<file path="config.mk">
export PLATFORM = sky130hd
export DESIGN_NAME = gpio_irq_aggr
export DESIGN_NICKNAME = d
export VERILOG_FILES = /design/src/rtl/aggr_pkg.sv /design/src/rtl/aggr_pending.sv /design/src/rtl/aggr_enable.sv /design/src/rtl/aggr_out.sv /design/src/rtl/gpio_irq_aggr.sv
export SDC_FILE = /design/constraint.sdc
export NUM_CORES = 1
export LEC_CHECK = 0
export BUFFER_PORTS_ARGS = -buffer_cell sky130_fd_sc_hd__buf_2
export CORE_AREA = 2 2 84 86
export DETAILED_ROUTE_END_ITERATION = 12
export DIE_AREA = 0 0 86 88
export PLACE_DENSITY = 0.77
export SLEW_MARGIN = 10
export SYNTH_ARGS = -nofsm -noshare
export SYNTH_HDL_FRONTEND = slang
export SYNTH_SLANG_ARGS = --single-unit
</file>
<file path="constraint.sdc">
create_clock -name clk_i -period 1.47 [get_ports clk_i]
set_input_delay 0.2205 -clock clk_i [delete_from_list [all_inputs] [get_ports clk_i]]
set_output_delay 0.2205 -clock clk_i [all_outputs]
set_load 0.005 [all_outputs]
</file>
<file path="src/rtl/aggr_pkg.sv">
package aggr_pkg;
  localparam int unsigned ADDR_W = 3;

  typedef enum logic [ADDR_W-1:0] {
    SEL_PEND   = 3'd0,
    SEL_EN_SET = 3'd1,
    SEL_EN_CLR = 3'd2,
    SEL_RESULT = 3'd3,
    SEL_CTRL   = 3'd4
  } reg_sel_e;
endpackage

</file>
<file path="src/rtl/aggr_pending.sv">
module aggr_pending #(
  parameter int unsigned NUM_SRC = 32
) (
  input  logic               clk_i,
  input  logic               rst_ni,
  input  logic [NUM_SRC-1:0] set_i,
  input  logic               clr_we_i,
  input  logic [NUM_SRC-1:0] clr_mask_i,
  output logic [NUM_SRC-1:0] pend_o
);
  logic [NUM_SRC-1:0] pend_q;

  for (genvar g = 0; g < NUM_SRC; g++) begin : g_bit
    // set beats clear so a coincident event is kept
    always_ff @(posedge clk_i or negedge rst_ni) begin
      if (!rst_ni)                            pend_q[g] <= 1'b0;
      else if (set_i[g])                      pend_q[g] <= 1'b1;
      else if (clr_we_i && clr_mask_i[g])     pend_q[g] <= 1'b0;
    end
  end

  assign pend_o = pend_q;


  pulse_sets_chk: assert property (@(posedge clk_i) disable iff (!rst_ni)
    (|set_i) |=> ((pend_q & $past(set_i)) == $past(set_i)));


  sticky_chk: assert property (@(posedge clk_i) disable iff (!rst_ni)
    !clr_we_i |=> ((pend_q & $past(pend_q)) == $past(pend_q)));


  w1c_chk: assert property (@(posedge clk_i) disable iff (!rst_ni)
    clr_we_i |=> ((pend_q & $past(clr_mask_i & ~set_i)) == '0));
endmodule

</file>
<file path="src/rtl/aggr_enable.sv">
module aggr_enable #(
  parameter int unsigned NUM_SRC = 32
) (
  input  logic               clk_i,
  input  logic               rst_ni,
  input  logic               set_we_i,
  input  logic               clr_we_i,
  input  logic [NUM_SRC-1:0] mask_i,
  output logic [NUM_SRC-1:0] en_o
);
  logic [NUM_SRC-1:0] en_q;

  always_ff @(posedge clk_i or negedge rst_ni) begin
    if (!rst_ni)       en_q <= '0;
    else if (set_we_i) en_q <= en_q | mask_i;
    else if (clr_we_i) en_q <= en_q & ~mask_i;
  end

  assign en_o = en_q;


  en_set_chk: assert property (@(posedge clk_i) disable iff (!rst_ni)
    set_we_i |=> ((en_q & $past(mask_i)) == $past(mask_i)));


  en_clr_chk: assert property (@(posedge clk_i) disable iff (!rst_ni)
    clr_we_i |=> ((en_q & $past(mask_i)) == '0));


  en_hold_chk: assert property (@(posedge clk_i) disable iff (!rst_ni)
    !(set_we_i || clr_we_i) |=> $stable(en_q));
endmodule

</file>
<file path="src/rtl/aggr_out.sv">
module aggr_out #(
  parameter int unsigned NUM_SRC = 32
) (
  input  logic               clk_i,
  input  logic               rst_ni,
  input  logic               grp_we_i,
  input  logic               grp_wbit_i,
  input  logic [NUM_SRC-1:0] pend_i,
  input  logic [NUM_SRC-1:0] en_i,
  output logic [NUM_SRC-1:0] result_o,
  output logic               grp_en_o,
  output logic               irq_o
);
  logic grp_en_q;

  always_ff @(posedge clk_i or negedge rst_ni) begin
    if (!rst_ni)       grp_en_q <= 1'b0;
    else if (grp_we_i) grp_en_q <= grp_wbit_i;
  end

  assign result_o = pend_i & en_i;
  assign grp_en_o = grp_en_q;
  assign irq_o    = grp_en_q & (|result_o);


  irq_needs_src_chk: assert property (@(posedge clk_i) disable iff (!rst_ni)
    irq_o |-> (|(pend_i & en_i)));


  grp_load_chk: assert property (@(posedge clk_i) disable iff (!rst_ni)
    grp_we_i |=> (grp_en_q == $past(grp_wbit_i)));
endmodule

</file>
<file path="src/rtl/gpio_irq_aggr.sv">
module gpio_irq_aggr
  import aggr_pkg::*;
#(
  parameter int unsigned NUM_SRC = 32,
  parameter int unsigned DATA_W  = 32
) (
  input  logic               clk_i,
  input  logic               rst_ni,
  input  logic [NUM_SRC-1:0] src_pulse_i,
  input  logic               bus_valid_i,
  input  logic               bus_write_i,
  input  logic [2:0]         bus_addr_i,
  input  logic [DATA_W-1:0]  bus_wdata_i,
  output logic [DATA_W-1:0]  bus_rdata_o,
  output logic               irq_o
);
  localparam int unsigned SRC_W = (NUM_SRC < DATA_W) ? NUM_SRC : DATA_W;

  logic               wr;
  logic [NUM_SRC-1:0] wmask;
  logic [NUM_SRC-1:0] pend, en, result;
  logic               grp_en;

  assign wr = bus_valid_i & bus_write_i;

  always_comb begin
    wmask = '0;
    wmask[SRC_W-1:0] = bus_wdata_i[SRC_W-1:0];
  end

  aggr_pending #(.NUM_SRC(NUM_SRC)) u_pend (
    .clk_i     (clk_i),
    .rst_ni    (rst_ni),
    .set_i     (src_pulse_i),
    .clr_we_i  (wr && (bus_addr_i == SEL_PEND)),
    .clr_mask_i(wmask),
    .pend_o    (pend)
  );

  aggr_enable #(.NUM_SRC(NUM_SRC)) u_en (
    .clk_i   (clk_i),
    .rst_ni  (rst_ni),
    .set_we_i(wr && (bus_addr_i == SEL_EN_SET)),
    .clr_we_i(wr && (bus_addr_i == SEL_EN_CLR)),
    .mask_i  (wmask),
    .en_o    (en)
  );

  aggr_out #(.NUM_SRC(NUM_SRC)) u_out (
    .clk_i     (clk_i),
    .rst_ni    (rst_ni),
    .grp_we_i  (wr && (bus_addr_i == SEL_CTRL)),
    .grp_wbit_i(bus_wdata_i[0]),
    .pend_i    (pend),
    .en_i      (en),
    .result_o  (result),
    .grp_en_o  (grp_en),
    .irq_o     (irq_o)
  );

  always_comb begin
    bus_rdata_o = '0;
    unique case (bus_addr_i)
      SEL_PEND:              bus_rdata_o[SRC_W-1:0] = pend[SRC_W-1:0];
      SEL_EN_SET, SEL_EN_CLR: bus_rdata_o[SRC_W-1:0] = en[SRC_W-1:0];
      SEL_RESULT:            bus_rdata_o[SRC_W-1:0] = result[SRC_W-1:0];
      SEL_CTRL:              bus_rdata_o[0] = grp_en;
      default:               bus_rdata_o = '0;
    endcase
  end


  reset_quiet_chk: assert property (@(posedge clk_i) !rst_ni |-> !irq_o);
endmodule

</file>
# Word-level counts from Yosys, hierarchy flattened
# Index checks and enable logic that the tools add are counted.
# totals
regBits,65
in_bits,71
output_inout_bits,33
word_cells,184
# classes
n_eq_ne,4
mux,68
bitwise,6
reduce_logical,72
# ops
operator,count
$pmux W31 S3,1
$reduce_bool A2 Y1,33
$and A32 B32 Y32,2
$mux W1,64
$mux W32,2
$logic_and A1 B1 Y1,36
$not A32 Y32,1
$or A32 B32 Y32,1
$reduce_or A32 Y1,1
$eq A3 B2 Y1 const B,2
$pmux W1 S4,1
$eq A3 B1 Y1 const B,1
$eq A3 B3 Y1 const B,1
$logic_not A3 Y1,1
$and A1 B1 Y1,2
$reduce_or A2 Y1,1

# Longest topological paths before layout
# depth
ltp_word,5
ltp_mapped,6
depth_no_buf,3

# Hierarchy
# Synthesis repeated with hierarchy kept, for this count alone.
# unflattened
cells_unflattened,405
hier_area_um2,4008.8
# by_module_without_submodules
module,n_inst,cells_per_inst,area_per_inst_um2,seq_area_each_um2
aggr_enable,1,102,1249.9,800.8
gpio_irq_aggr,1,157,1228.7,0.0
aggr_pending,1,99,1194.9,800.8
aggr_out,1,47,335.3,25.0

# Least setup slack after synthesis
# Ideal clock, no wire load.
# synth_path
path_type,in2reg
startpoint,input port bus_addr_i[2]
endpoint,register (tool-made name)
setup_time_ps,121
arrival_ps,1170
required_time_ps,1349
slack_ps,179
path_stages,6
path_buffers,3
cell_sequence,buf_2 -> and3b_1 -> and3b_1 -> buf_2 -> buf_6 -> a22o_1
# synth_lines
item,line,text
start: declaration,gpio_irq_aggr.sv:12,"input logic [2:0] bus_addr_i,"

# Worst setup path after layout
# layout_path
startpoint,register u_pend.pend_q[10] (netlist: u_pend.pend_o[10])
endpoint,output port irq_o
# layout_via
elab_chain_len,3
# layout_rtl
item,line,text
start: declaration,aggr_pending.sv:11,logic [NUM_SRC-1:0] pend_q;
start signal: indexed assignment,aggr_pending.sv:16,if (!rst_ni) pend_q[g] <= 1'b0;
start signal: indexed assignment,aggr_pending.sv:17,else if (set_i[g]) pend_q[g] <= 1'b1;
start signal: indexed assignment,aggr_pending.sv:18,else if (clr_we_i && clr_mask_i[g]) pend_q[g] <= 1'b0;
$and A32 B32 Y32,aggr_out.sv:21,assign result_o = pend_i & en_i;
$reduce_or A32 Y1,aggr_out.sv:23,assign irq_o = grp_en_q & (|result_o);
$and A1 B1 Y1,aggr_out.sv:23,
end: declaration,gpio_irq_aggr.sv:15,output logic irq_o
# No other way between the ends.

==> impl_metrics.yaml <==
outcome:
  status: "finished with violations"
  violations: "setup timing"
synth:
  seq_area_frac_synth: 0.507
  syn_area_per_cell_um2: 10.1
  yosysUniqueCellTypes: 24
  syn-cell-area_mm2: 0.00321
  ys_top_cells_by_area: "dfrtp_1 51%, nand3_1 10%, a22o_1 8.7%"
  yosysTopAreaCell: "dfrtp_1"
  syn-instance-count: 317
  yosysTopAreaCellShare: 0.507
  ys_ff_latch: 65
  yosys_warnings: 0
  syn_nets: 388
critical_path:
  crit_fanout: 2
  path_buf_inv: 1
  required_ns: 1.25
  worstPathCellList: "a22oi_2 -> nand4_1 -> o41a_1 -> buf_2"
  critPathSlowestCell: "o41a_1"
  path_class: "flip-flop to output pin"
  cpLargestDelayFamily: "compound AO/OA/AOI/OAI gates"
  crit_start: "u_pend.pend_o[10]"
  cp-start-kind: "flip-flop"
  cp-endpoint: "irq_o"
  r2r_cells: 3
  path_depth: 4
  slowest_delay_ns: 0.44
  worst_setup_path_end_kind: "output pin"
  critPathArrivalTime_ns: 1.67
  r2r_setup_slack_ns: 0.53
cts:
  clock_sinks: 65
  clkLatencyLatePin_ns: 0.33
  cts-root-buf: "clkbuf_8"
  clkSlewWorstSetupHoldPaths_ns: 0.07
  htreeDepth: 3
  cts_max_path_buffers: 2
  cts_buffers: 9
  cts_tree: "built"
sta:
  tightest_slew_ns: 0.404
  setup_viol: 3
  worst_slack_ns: -0.418
  finalHoldViolCount: 0
  skew_ns: 0
  fin_crit_sh: 1.28
  timing.fmax_mhz: 530
  fin_crit_ns: 1.89
  maxSlewHeadroom: 0.731
  slew_viol_final: 0
  holdWs_ns: 0.0580
  grt_setup_unrepaired: "yes"
drt:
  drt-initial-drc-count: 234
  drc: 0
  viasPerCell: 6.01
  drt-wirelength-per-cell_um: 18.8
  wirelength_mm: 10.6
  final_antenna_net_count: 0
  vias: 3386
  first_pass_iters: 5
grt:
  grt_usage: 0.271
  top_usage_layer: "met2"
  grt_max_degree: 66
  grt_overflow: 0
  use_met3: 0.0434
  grt.met2_usage: 0.459
  grt_pass1_wl_mm: 15.9
  grt_pass1_vias: 3247
  grtUsageMet1: 0.355
  antenna_found_initial: 0
placement:
  dp_slack_ns: -0.108
  port_buffers: 103
  gp_congestion: 0.808
  place_hpwl_mm: 6.50
power:
  leakage_nw: 2.15
  finalPower_w: 0.00551
  p_per_area_mw_per_mm2: 1130
  peakVddDrop_uv: 678
final_layout:
  antenna_cells: 0
  area_growth_pct: 51.5
  fin_nets: 550
  drive_above_1_share: 0.474
floorplanning:
  die_w_um: 86
  die_y_um: 88
  start_util: 0.483
  ioPinCount: 104
  rows: 30
  dieArea_mm2: 0.00757
  core-area_mm2: 0.00664
hold_path:
  min_path_type: "input pin to flip-flop"
  worstHoldStart: "src_pulse_i[9]"
flow_run:
  drv_cap: 0
-- how the worst min path moves through the flow --
stage	endpoint	slack, ns	depth (start not counted)
6_report	u_pend.pend_o[9]	0.06	2
2_1_floorplan	async pin	-0.08	0
3_5_place_dp	u_pend.pend_o[0]	0.26	2
3_3_place_gp	u_pend.pend_o[15]	0.26	2
5_1_grt	u_pend.pend_o[14]	0.06	2
4_1_cts	u_pend.pend_o[12]	0.05	2
-- stage by stage --
step | utilization | cells | instance area [µm²] | setup TNS (ns)
2_1_floorplan | - | 317 | 3210 | 0
3_3_place_gp | 0.640 | 540 | 4250 | -0.131
3_5_place_dp | 0.640 | 540 | 4250 | -0.108
4_1_cts | 0.694 | 559 | 4610 | -0.566
5_1_grt | 0.731 | 563 | 4860 | -0.774
6_report | 0.731 | 563 | 4860 | -0.575
-- power by group --
part	internal (W)	total (W)	leakage (nW)	switching [W]
Sequential	0.00200	0.00216	0.701	0.000156
Clock	0.00109	0.00176	0.116	0.000672
Combinational	0.000873	0.00160	1.34	0.000723
-- cells in the mapped netlist --
master     n
a22o_1    32
o21ai_0    1
a31oi_1    1
inv_1      1
clkbuf_1   7
buf_1      1
o41a_1     1
nor2_1    32
nand3_1   64
or2_2      1
and3b_1    2
mux2i_1    1
nand4_1    5
a21o_1    32
mux2_2     1
buf_2     11
buf_6      6
o22ai_1   31
xor2_2     1
nor2b_1    1
a22oi_1   16
buf_4      3
a21oi_1    1
dfrtp_1   65
-- final cells by class --
type	instances	area, µm²
Clock buffer	13	169
Clock inverter	2	60.1
Fill cell	447	1790
Inverter	1	3.75
Multi-Input combinational cell	223	1630
Sequential cell	65	1630
Tap cell	80	100
Timing Repair Buffer	179	1260
-- what timing repair did --
action / in CTS / in global routing
setup buffers: 2 / 9
hold buffers: 1 / 0
pin swaps: 7 / 22
hold endpoints to repair: 65 / 0
gates cloned: 1 / 1
gates resized for setup: 16 / 37
endpoints found under the setup margin: 4 / 24
-- layout by cell type, fill, tap and decap left out, drive strengths merged --
cell type	instances
nor2b	1
or2	1
bufinv	2
a31oi	1
nand4	5
a22o	32
mux2	1
clkbuf	14
bufbuf	1
o41a	1
buf	176
o21ai	1
dlygate4sd3	1
o22ai	31
and3b	2
dfrtp	65
a21oi	1
nand3	64
a21o	32
mux2i	1
a22oi	16
inv	1
xor2	1
nor2	32
-- routing by layer --
metal / share of wire / vias up / wire length, µm
li1: - / 1536 / -
met1: 0.41 / 1659 / 4340
met2: 0.51 / 171 / 5350
met3: 0.067 / 20 / 706
met4: 0.017 / 0 / 183
met5: 0 / - / 0
-- cells by family after synthesis --
| group | share of synthesized area |
|---|---|
| buffers and inverters | 0.0558 |
| DFF | 0.507 |
| AOI/OAI and AO/OA | 0.269 |
| and+or+nand+nor | 0.156 |
| xor gates and xnor gates | 0.00507 |
| muxes | 0.00663 |
No activity file was read; power rests on OpenSTA's default activity.
